File: config.mk
export PLATFORM = sky130hd
export DESIGN_NAME = extbus_sectored
export DESIGN_NICKNAME = d
export VERILOG_FILES = /design/src/rtl/extbus_pkg.sv /design/src/rtl/extbus_sector_sel.sv /design/src/rtl/extbus_seq.sv /design/src/rtl/extbus_pads.sv /design/src/rtl/extbus_sectored.sv
export SDC_FILE = /design/constraint.sdc
export NUM_CORES = 1
export LEC_CHECK = 0
export BUFFER_PORTS_ARGS = -buffer_cell sky130_fd_sc_hd__clkbuf_2
export CAP_MARGIN = 5
export CORE_ASPECT_RATIO = 0.5
export CORE_MARGIN = 3
export CORE_UTILIZATION = 50
export CTS_BUF_LIST = sky130_fd_sc_hd__clkbuf_4
export CTS_CLUSTER_SIZE = 12
export DETAILED_ROUTE_END_ITERATION = 8
export GPL_TIMING_DRIVEN = 0
export PLACE_DENSITY = 0.82
export REMOVE_ABC_BUFFERS = 1
export SYNTH_ARGS = -nofsm -noshare
export SYNTH_HDL_FRONTEND = slang
export SYNTH_SLANG_ARGS = --single-unit
File: constraint.sdc
create_clock -name clk -period 1.7 [get_ports clk]
set_input_delay 0.085 -clock clk [delete_from_list [all_inputs] [get_ports clk]]
set_output_delay 0.085 -clock clk [all_outputs]
set_load 0.02 [all_outputs]
File: src/rtl/extbus_pkg.sv
// Shared types and the wait-code decode of the sectored external bus.
// Assumes 2-bit wait codes; code 3 adds a tail cycle after the strobe.
package extbus_pkg;

    typedef enum logic [1:0] {
        ST_IDLE = 2'd0,
        ST_ADDR = 2'd1,
        ST_STRB = 2'd2,
        ST_TAIL = 2'd3
    } bus_st_t;

    // Extra strobe cycles beyond the first for a wait code.
    function automatic logic [1:0] strobe_extra(input logic [1:0] code);
        return (code == 2'd3) ? 2'd2 : code;
    endfunction

    // Whether a wait code asks for an idle cycle after the strobe.
    function automatic logic wants_tail(input logic [1:0] code);
        return code == 2'd3;
    endfunction

endpackage

File: src/rtl/extbus_sector_sel.sv
// Decides whether an address is external and which sector's wait code
// applies. Assumes the boundary field scales in steps of 2^(ADDR_W-BND_W).
module extbus_sector_sel #(
    parameter int          ADDR_W  = 16,
    parameter int          BND_W   = 3,
    parameter logic [15:0] INT_TOP = 16'h025F
) (
    input  logic              en,
    input  logic [ADDR_W-1:0] addr,
    input  logic [BND_W-1:0]  bnd,
    input  logic [1:0]        wait_lo,
    input  logic [1:0]        wait_hi,
    output logic              hit,
    output logic [1:0]        code
);
    localparam int SHIFT = ADDR_W - BND_W;

    logic [ADDR_W-1:0] upper_start;
    logic              in_upper;

    // Decode the external hit and the sector's wait code.
    always_comb begin
        upper_start = {bnd, {SHIFT{1'b0}}};
        in_upper    = (bnd != '0) && (addr >= upper_start);
        hit         = en && (addr > ADDR_W'(INT_TOP));
        code        = in_upper ? wait_hi : wait_lo;
    end
endmodule

File: src/rtl/extbus_seq.sv
// Access sequencer: address phase, strobe phase of 1+w cycles, and an
// optional tail cycle. Assumes req is only honoured while ready is high.
module extbus_seq
    import extbus_pkg::*;
#(
    parameter int ADDR_W = 16,
    parameter int DATA_W = 8
) (
    input  logic                     clk,
    input  logic                     rst_n,
    input  logic                     req,
    input  logic                     we,
    input  logic [ADDR_W-1:0]        addr,
    input  logic [DATA_W-1:0]        wdata,
    input  logic                     hit,
    input  logic [1:0]               code,
    input  logic [DATA_W-1:0]        ad_in,
    output logic                     ready,
    output logic                     ale,
    output logic                     rd_n,
    output logic                     wr_n,
    output logic                     drv_oe,
    output logic [DATA_W-1:0]        drv_val,
    output logic                     cap,
    output logic [ADDR_W-DATA_W-1:0] ah_val,
    output logic [DATA_W-1:0]        rdata
);
    localparam int HI_W = ADDR_W - DATA_W;

    bus_st_t           st;
    logic [1:0]        cnt;
    logic [ADDR_W-1:0] a_q;
    logic [DATA_W-1:0] d_q;
    logic              we_q;
    logic [1:0]        code_q;

    // State advance and capture of the request and read data.
    always_ff @(posedge clk) begin
        if (!rst_n) begin
            st     <= ST_IDLE;
            cnt    <= '0;
            a_q    <= '0;
            d_q    <= '0;
            we_q   <= 1'b0;
            code_q <= '0;
            rdata  <= '0;
        end else begin
            unique case (st)
                ST_IDLE: if (req && hit) begin
                    a_q    <= addr;
                    d_q    <= wdata;
                    we_q   <= we;
                    code_q <= code;
                    st     <= ST_ADDR;
                end
                ST_ADDR: begin
                    cnt <= strobe_extra(code_q);
                    st  <= ST_STRB;
                end
                ST_STRB: if (cnt == 2'd0) begin
                    if (!we_q) rdata <= ad_in;
                    st <= wants_tail(code_q) ? ST_TAIL : ST_IDLE;
                end else begin
                    cnt <= cnt - 2'd1;
                end
                ST_TAIL: st <= ST_IDLE;
            endcase
        end
    end

    // Bus-side outputs decoded from the current state.
    always_comb begin
        ready   = (st == ST_IDLE);
        ale     = (st == ST_ADDR);
        rd_n    = !((st == ST_STRB) && !we_q);
        wr_n    = !((st == ST_STRB) && we_q);
        drv_oe  = (st == ST_ADDR) || ((st == ST_STRB) && we_q);
        drv_val = (st == ST_ADDR) ? a_q[DATA_W-1:0] : d_q;
        cap     = (st == ST_STRB) && (cnt == 2'd0) && !we_q;
        ah_val  = a_q[ADDR_W-1:ADDR_W-HI_W];
    end

    a_r1_ignore_miss: assert property (@(posedge clk) disable iff (!rst_n)
        (req && ready && !hit) |=> ready);
    a_r2_ale_after_accept: assert property (@(posedge clk) disable iff (!rst_n)
        (req && ready && hit) |=> (ale && !ready));
    a_r2_ale_single: assert property (@(posedge clk) disable iff (!rst_n)
        ale |=> !ale);
    a_r3_strobe_excl: assert property (@(posedge clk) disable iff (!rst_n)
        !(!rd_n && !wr_n));
    a_r4_idle_quiet: assert property (@(posedge clk) disable iff (!rst_n)
        ready |-> (rd_n && wr_n && !ale));
    a_r6_read_floats: assert property (@(posedge clk) disable iff (!rst_n)
        !rd_n |-> !drv_oe);
    a_r6_rdata_stable: assert property (@(posedge clk) disable iff (!rst_n)
        !cap |=> $stable(rdata));
endmodule

File: src/rtl/extbus_pads.sv
// Pad-side view: bus keeper on the shared byte and per-pin enables of the
// high address byte. Assumes the keeper follows strong drives and read samples.
module extbus_pads #(
    parameter int DATA_W = 8,
    parameter int HI_W   = 8,
    parameter int REL_W  = 3
) (
    input  logic              clk,
    input  logic              rst_n,
    input  logic              en,
    input  logic              keep_en,
    input  logic [REL_W-1:0]  hi_rel,
    input  logic              drv_oe,
    input  logic [DATA_W-1:0] drv_val,
    input  logic              cap,
    input  logic [DATA_W-1:0] ad_in,
    input  logic [HI_W-1:0]   ah_val,
    output logic [DATA_W-1:0] ad_out,
    output logic              ad_oe,
    output logic              ad_hold,
    output logic [HI_W-1:0]   ah_out,
    output logic [HI_W-1:0]   ah_oe
);
    logic [DATA_W-1:0] kept;
    logic [REL_W:0]    drive_cnt;

    // Keeper register follows whatever last sat on the shared byte.
    always_ff @(posedge clk) begin
        if (!rst_n)      kept <= '0;
        else if (drv_oe) kept <= drv_val;
        else if (cap)    kept <= ad_in;
    end

    // Shared-byte value and enables.
    always_comb begin
        ad_oe     = drv_oe;
        ad_hold   = keep_en && !drv_oe;
        ad_out    = drv_oe ? drv_val : (keep_en ? kept : '0);
        ah_out    = ah_val;
        drive_cnt = (REL_W+1)'(HI_W) - {1'b0, hi_rel};
    end

    for (genvar i = 0; i < HI_W; i++) begin : g_hi_pin
        assign ah_oe[i] = en && ((REL_W+1)'(i) < drive_cnt);
    end

    a_r8_keeper_holds: assert property (@(posedge clk) disable iff (!rst_n)
        (!drv_oe && keep_en && $past(drv_oe) && $past(keep_en)) |-> (ad_out == $past(ad_out)));
    a_r8_quiet_off: assert property (@(posedge clk) disable iff (!rst_n)
        (!keep_en && !drv_oe) |-> (ad_out == '0 && !ad_hold));
    a_r7_off_released: assert property (@(posedge clk) disable iff (!rst_n)
        !en |-> (ah_oe == '0));
endmodule

File: src/rtl/extbus_sectored.sv
// Top of the sectored external bus interface: sector decode, access
// sequencer and pad logic. Assumes a core that waits on ready.
module extbus_sectored #(
    parameter int          ADDR_W  = 16,
    parameter int          DATA_W  = 8,
    parameter int          BND_W   = 3,
    parameter logic [15:0] INT_TOP = 16'h025F
) (
    input  logic                     clk,
    input  logic                     rst_n,
    input  logic                     ext_en,
    input  logic                     keep_en,
    input  logic [BND_W-1:0]         bnd_sel,
    input  logic [1:0]               wait_lo,
    input  logic [1:0]               wait_hi,
    input  logic [2:0]               hi_rel,
    input  logic                     req,
    input  logic                     we,
    input  logic [ADDR_W-1:0]        addr,
    input  logic [DATA_W-1:0]        wdata,
    output logic [DATA_W-1:0]        rdata,
    output logic                     ready,
    output logic                     ale,
    output logic                     rd_n,
    output logic                     wr_n,
    output logic [DATA_W-1:0]        ad_out,
    output logic                     ad_oe,
    output logic                     ad_hold,
    input  logic [DATA_W-1:0]        ad_in,
    output logic [ADDR_W-DATA_W-1:0] ah_out,
    output logic [ADDR_W-DATA_W-1:0] ah_oe
);
    localparam int HI_W = ADDR_W - DATA_W;

    logic              hit;
    logic [1:0]        code;
    logic              drv_oe;
    logic [DATA_W-1:0] drv_val;
    logic              cap;
    logic [HI_W-1:0]   ah_val;

    extbus_sector_sel #(.ADDR_W(ADDR_W), .BND_W(BND_W), .INT_TOP(INT_TOP)) u_sel (
        .en(ext_en), .addr(addr), .bnd(bnd_sel), .wait_lo(wait_lo),
        .wait_hi(wait_hi), .hit(hit), .code(code)
    );

    extbus_seq #(.ADDR_W(ADDR_W), .DATA_W(DATA_W)) u_seq (
        .clk(clk), .rst_n(rst_n), .req(req), .we(we), .addr(addr),
        .wdata(wdata), .hit(hit), .code(code), .ad_in(ad_in),
        .ready(ready), .ale(ale), .rd_n(rd_n), .wr_n(wr_n),
        .drv_oe(drv_oe), .drv_val(drv_val), .cap(cap),
        .ah_val(ah_val), .rdata(rdata)
    );

    extbus_pads #(.DATA_W(DATA_W), .HI_W(HI_W), .REL_W(3)) u_pads (
        .clk(clk), .rst_n(rst_n), .en(ext_en), .keep_en(keep_en),
        .hi_rel(hi_rel), .drv_oe(drv_oe), .drv_val(drv_val), .cap(cap),
        .ad_in(ad_in), .ah_val(ah_val), .ad_out(ad_out), .ad_oe(ad_oe),
        .ad_hold(ad_hold), .ah_out(ah_out), .ah_oe(ah_oe)
    );
endmodule

Word level (Yosys, flattened, before mapping)
Cells that the tools add are included.
- latch bits: 0
- flip-flop bits (word level): 47
- output and inout bits: 38
- ROM bits: 0
- memories: 0
- RAM bits: 0
- div/mod/pow operators: 0
- reduce and logical (&&, ||, !) cells: 30
- shift-type cells: 0
- multiplexer cells: 13
- eq/ne operators: 7
- bitwise operators: 1
- $mul: 0
- add/subtract/negate cells: 2
- magnitude comparators: 10
- operator list (cell ; number):
    two-way mux 8 bit ; 5
    greater-or-equal comparator 16 bit ; 1
    greater-than comparator 16 x 10 -> 1 bit (second input constant) ; 1
    logical AND 1 bit ; 16
    < comparator 3 x 4 -> 1 bit (first input constant) ; 4
    two-way mux 2 bit ; 6
    < comparator 1 x 4 -> 1 bit (first input constant) ; 2
    < comparator 2 x 4 -> 1 bit (first input constant) ; 2
    one-hot mux 2 bit (4 select lines) ; 1
    == test 2 bit (second input constant) ; 3
    AND reduction 2 bit ; 3
    logical NOT 1 bit ; 4
    logical NOT 2 bit ; 2
    inequality test 2 x 1 -> 1 bit (second input constant) ; 2
    one-hot mux 2 bit (2 select lines) ; 1
    nonzero test 2 bit ; 2
    subtractor 4 x 3 -> 4 bit (first input constant) ; 1
    AND reduction 3 bit ; 1
    nonzero test 3 bit ; 1
    == test 2 x 1 -> 1 bit (second input constant) ; 1
    inequality test 2 bit (second input constant) ; 1
    subtractor 2 x 1 -> 2 bit (second input constant) ; 1
    logical OR 1 bit ; 1
    inverter 1 bit ; 1

Logic depth before layout (Yosys ltp)
- depth in word-level cells: 5
- gate-level depth with buffers: 7
- depth with buffers taken out: 7

Hierarchy
Synthesis repeated with hierarchy kept, for this count alone.
- cell total of the unflattened synthesis: 331
- area total of the unflattened synthesis: 2583.7 um^2
- modules (own cells, without submodules) (module ; sequential area each (um^2) ; instances ; cells each ; area an instance (um^2)):
    extbus_seq ; 780.7 ; 1 ; 204 ; 1665.3
    extbus_pads ; 160.2 ; 1 ; 94 ; 696.9
    extbus_sector_sel ; 0.0 ; 1 ; 33 ; 221.5

Least setup slack after synthesis
OpenSTA, ideal clock, no wires.
- path kind: flip-flop to output port
- start point: register u_seq.st[0]
- end point: output ad_out[0]
- stages on the path, launching flop included: 8
- data arrival time: 1.522 ns
- setup slack: 0.093 ns
- required time: 1.615 ns
- path through: dfxtp_1 nand2b_1 nor2_2 inv_1 and3_1 buf_2 nand2_1 nand2_1
- word-level cells in the longest chain between the ends: 4
- RTL lines (item ; line ; text):
    start, declared ; extbus_seq.sv:30 ; bus_st_t st;
    start signal, assigned ; extbus_seq.sv:62 ; st <= wants_tail(code_q) ? ST_TAIL : ST_IDLE;
    == test 2 bit ; extbus_seq.sv:77 ; drv_oe = (st == ST_ADDR) || ((st == ST_STRB) && we_q);
    logical AND 1 bit ; extbus_seq.sv:77 ;
    logical OR 1 bit ; extbus_seq.sv:77 ;
    two-way mux 8 bit (*) ; extbus_pads.sv:38 ; ad_out = drv_oe ? drv_val : (keep_en ? kept : '0);
    end, declared ; extbus_sectored.sv:26 ; output logic [DATA_W-1:0] ad_out,
Every way passes the cells marked *; elsewhere a longest branch is shown, timed or not.

Worst setup path after layout
- start point: register u_seq.st[1]
- end point: register u_pads.kept[0]
- word-level cells in the longest chain between the ends: 4
- RTL lines (item ; line ; text):
    == test 2 bit ; extbus_seq.sv:77, extbus_seq.sv:79 ;
    logical AND 1 bit (on tied branches) ; extbus_seq.sv:77, extbus_seq.sv:79 ;
    logical OR 1 bit or logical AND 1 bit (tied branches) ; extbus_seq.sv:77, extbus_seq.sv:79 ;
    two-way mux 8 bit or nonzero test 2 bit (tied branches) ; n/a ;
    end signal, assigned ; extbus_pads.sv:30 ; else if (drv_oe) kept <= drv_val;
    end signal, assigned ; extbus_pads.sv:31 ; else if (cap) kept <= ad_in;
    end, declared ; extbus_pads.sv:24 ; logic [DATA_W-1:0] kept;
Parallel ways exist; a longest one is shown, timed or not.
A chain may end at the register's enable or synchronous reset.

==> reports/qor.csv <==
stage,metric,value,unit
run_status,outcome,finished clean,
critical_path,crit_chain,"nand2b_4, clkinvlp_4, buf_6, buf_4, nor2_2, nand2_1, a31oi_1",
grt,grt.overflow.total,0,
sta,slew_viol_final,0,
sta,tightest_slew,0.961,ns
power_and_ir_drop,leakagePower,0.00157,uW
place,gp_congestion,0.769,
clock_tree,clk_pin_slew,0.13,ns
route,num_vias,2302,
route,remaining_drc_errors,0,
route,dr.pass1.iters,5,
floorplan,ios,86,
finish,n_antenna_cell,0,
critical_path,slowest_delay,0.37,ns
critical_path,worstSetupStartpointType,register,
power_and_ir_drop,power.density,688,mW/mm2
sta,rsz0062_at_grt,yes,
place,pre_cts_ws,-0.102,ns
grt,grt_antenna_before_repair,0,
grt,grt_max_degree,36,
critical_path,end_kind,register,
place,dp_hpwl,4210,um
run,maxCapViolCount,0,
floorplan,start_util,0.545,
clock_tree,clk_latency,0.35,ns
critical_path,cpLargestDelayFamily,simple AND/OR/NAND/NOR gates,
floorplan,dieArea,0.00536,mm2
critical_path,critPathKind,reg2reg,
sta,fin_crit_sh,0.990,
sta,timing.final.crit_period,1.68,ns
place,port_buffers,85,
finish,seq_area,948,um2
sta,slew_headroom,0.355,
min_path,hp-class,in2reg,
power_and_ir_drop,power,2170,uW
finish,nNetsFinal,428,
sta,max_freq,594,MHz
clock_tree,cts_max_path_buffers,2,
route,routedWlPerCell,15.4,um
critical_path,path_max_fanout,8,
critical_path,cp.required,1.95,ns
floorplan,die_y,53.3,um
floorplan,dieWidth,101,um
route,viasPerCell,5.37,
floorplan,rows,16,
sta,hold_viol_final,0,
finish,drive_gt1_frac,0.349,
synthesis,ys_ff_latch,47,
floorplan,core_area,0.00410,mm2
sta,finalClockSkew,0.00896,ns
synthesis,syn-cell-area,0.00224,mm2
clock_tree,tritoncts,done,
synthesis,avgSynthCellArea,8.57,um2
synthesis,synth.distinct_cells,39,
finish,multi_input_area,0.00120,mm2
grt,grt_pass1_vias,2148,
clock_tree,cts_sinks,47,
sta,worst_slack,0.0164,ns
route,drt_iter0_markers,176,
clock_tree,htreeDepth,2,
sta,setup_viol,0,
clock_tree,cts-root-buf,clkbuf_4,
route,postRouteAntennaNets,0,
finish,syn2layout_area_growth,41.0,%
critical_path,crit_buf_inv,3,
power_and_ir_drop,peakVddDrop,0.357,mV
critical_path,slowest_stage,dfxtp_4,
synthesis,yosysWarnings,0,
route,drt_wl_total,6590,um
critical_path,arrival,1.94,ns
clock_tree,cts-buffers-inserted,5,
finish,fillers,276,
synthesis,synthCells,261,
grt,grt_usage,0.223,
grt,grt_pass1_wl,9510,um
synthesis,seq_area_frac_synth,0.421,
## registers in the layout (all words and copies together) (netlist names)
signal and flops:
u_pads.kept 8, u_seq.a_q 16, u_seq.cnt 2, u_seq.code_q 2
u_seq.d_q 8, u_seq.rdata 8, u_seq.st 2, u_seq.we_q 1
## path summary, 6_finish.rpt
check,startpoint,to,slack [ns],cells after the start
hold reg to reg,u_seq.rdata[4],u_seq.rdata[4],0.46,2
hold / removal,addr[2],u_seq.a_q[2],0.01,3
setup reg to reg,u_seq.st[1],u_pads.kept[0],0.02,7
setup / recovery,u_seq.st[1],u_pads.kept[0],0.02,7
## cells in the mapped netlist (all sizes together)
master | count | share of area
o211ai | 1 | 0.0034
a22oi | 8 | 0.027
ha | 6 | 0.034
nor2 | 27 | 0.046
nand2 | 49 | 0.082
nor3 | 4 | 0.014
a41o | 1 | 0.0045
a211oi | 3 | 0.010
clkinv | 1 | 0.0017
clkbuf | 6 | 0.010
buf | 12 | 0.040
nor2b | 8 | 0.022
nand2b | 4 | 0.011
nand3 | 2 | 0.0045
mux2i | 25 | 0.11
o31a | 1 | 0.0039
inv | 15 | 0.025
a21boi | 4 | 0.013
and2 | 2 | 0.0056
o221ai | 1 | 0.0039
o21ai | 1 | 0.0022
nand4 | 2 | 0.0056
o32ai | 1 | 0.0039
xnor2 | 1 | 0.0039
o21a | 1 | 0.0034
dfxtp | 47 | 0.42
a31oi | 8 | 0.022
mux2 | 2 | 0.010
nor4 | 1 | 0.0028
o211a | 2 | 0.0089
nor4b | 1 | 0.0067
and3 | 2 | 0.0056
a21oi | 10 | 0.022
and2b | 1 | 0.0034
nand4b | 1 | 0.0039
## cell usage in the layout (no fill, tap or decap), types with 10 or more instances in the layout
cell type,count
buf_4,16
inv_1,13
mux2i_1,25
clkbuf_2,78
dlygate4sd3_1,20
a21oi_1,10
dfxtp_1,45
nor2_1,25
nand2_1,49
## area by class of cell
type                       instances  area share
timing repair buffer             123       0.258
clock inverter                     1     0.00159
multi-input combinational        181       0.382
inverter                          16      0.0202
clock buffer                       7      0.0167
tap                               54      0.0214
sequential                        47       0.301
## routing by layer
metal	vias up	wire length, um	GRT usage
met1	1066	2690	0.265
met2	102	3260	0.424
li1	1113	-	-
met3	21	473	0.0447
met5	-	0	0
met4	0	162	0.0447
## power breakdown
| group | switching (uW) | internal [uW] | total, uW |
|---|---|---|---|
| clock | 343 | 194 | 537 |
| sequential | 30.3 | 1150 | 1180 |
| combinational | 243 | 215 | 458 |
## metrics by stage
step | utilization | cells | hold WS (ns) | area (um2) | TNS [ns]
6_report | 0.769 | 429 | 0.0104 | 3150 | 0
5_1_grt | 0.769 | 429 | 0.0103 | 3150 | -0.233
4_1_cts | 0.732 | 418 | 0.000125 | 3010 | -0.0767
3_5_place_dp | 0.645 | 384 | 0.328 | 2650 | -0.411
3_3_place_gp | 0.638 | 382 | 0.318 | 2620 | -28.87
2_1_floorplan | - | 243 | 0.213 | 2130 | -22.02
## tightest hold or removal path, delay by kind of cell
family	cells	cell delay, ns
buffers and inverters	1	0.09
multiplexers	1	0.06
AND/OR/NAND/NOR	1	0.09
## logic make-up after synthesis
kind of cell,share of synthesized area
and+or+nand+nor,0.214
xor gates and xnor gates,0.00392
muxes,0.122
buffers and inverters,0.0766
DFF,0.421
adders and majority gates,0.0336
AOI/OAI and AO/OA,0.129
## timing repair
item / CTS / global route
pin swaps: 1 / 13
cloned: 0 / 1
buffers inserted: 6 / 10
gates resized for setup: 17 / 28
hold buffers: 20 / 0
endpoints found under the setup margin: 10 / 10
hold endpoints to repair: 24 / 0
(Power assumes the default switching activity.)
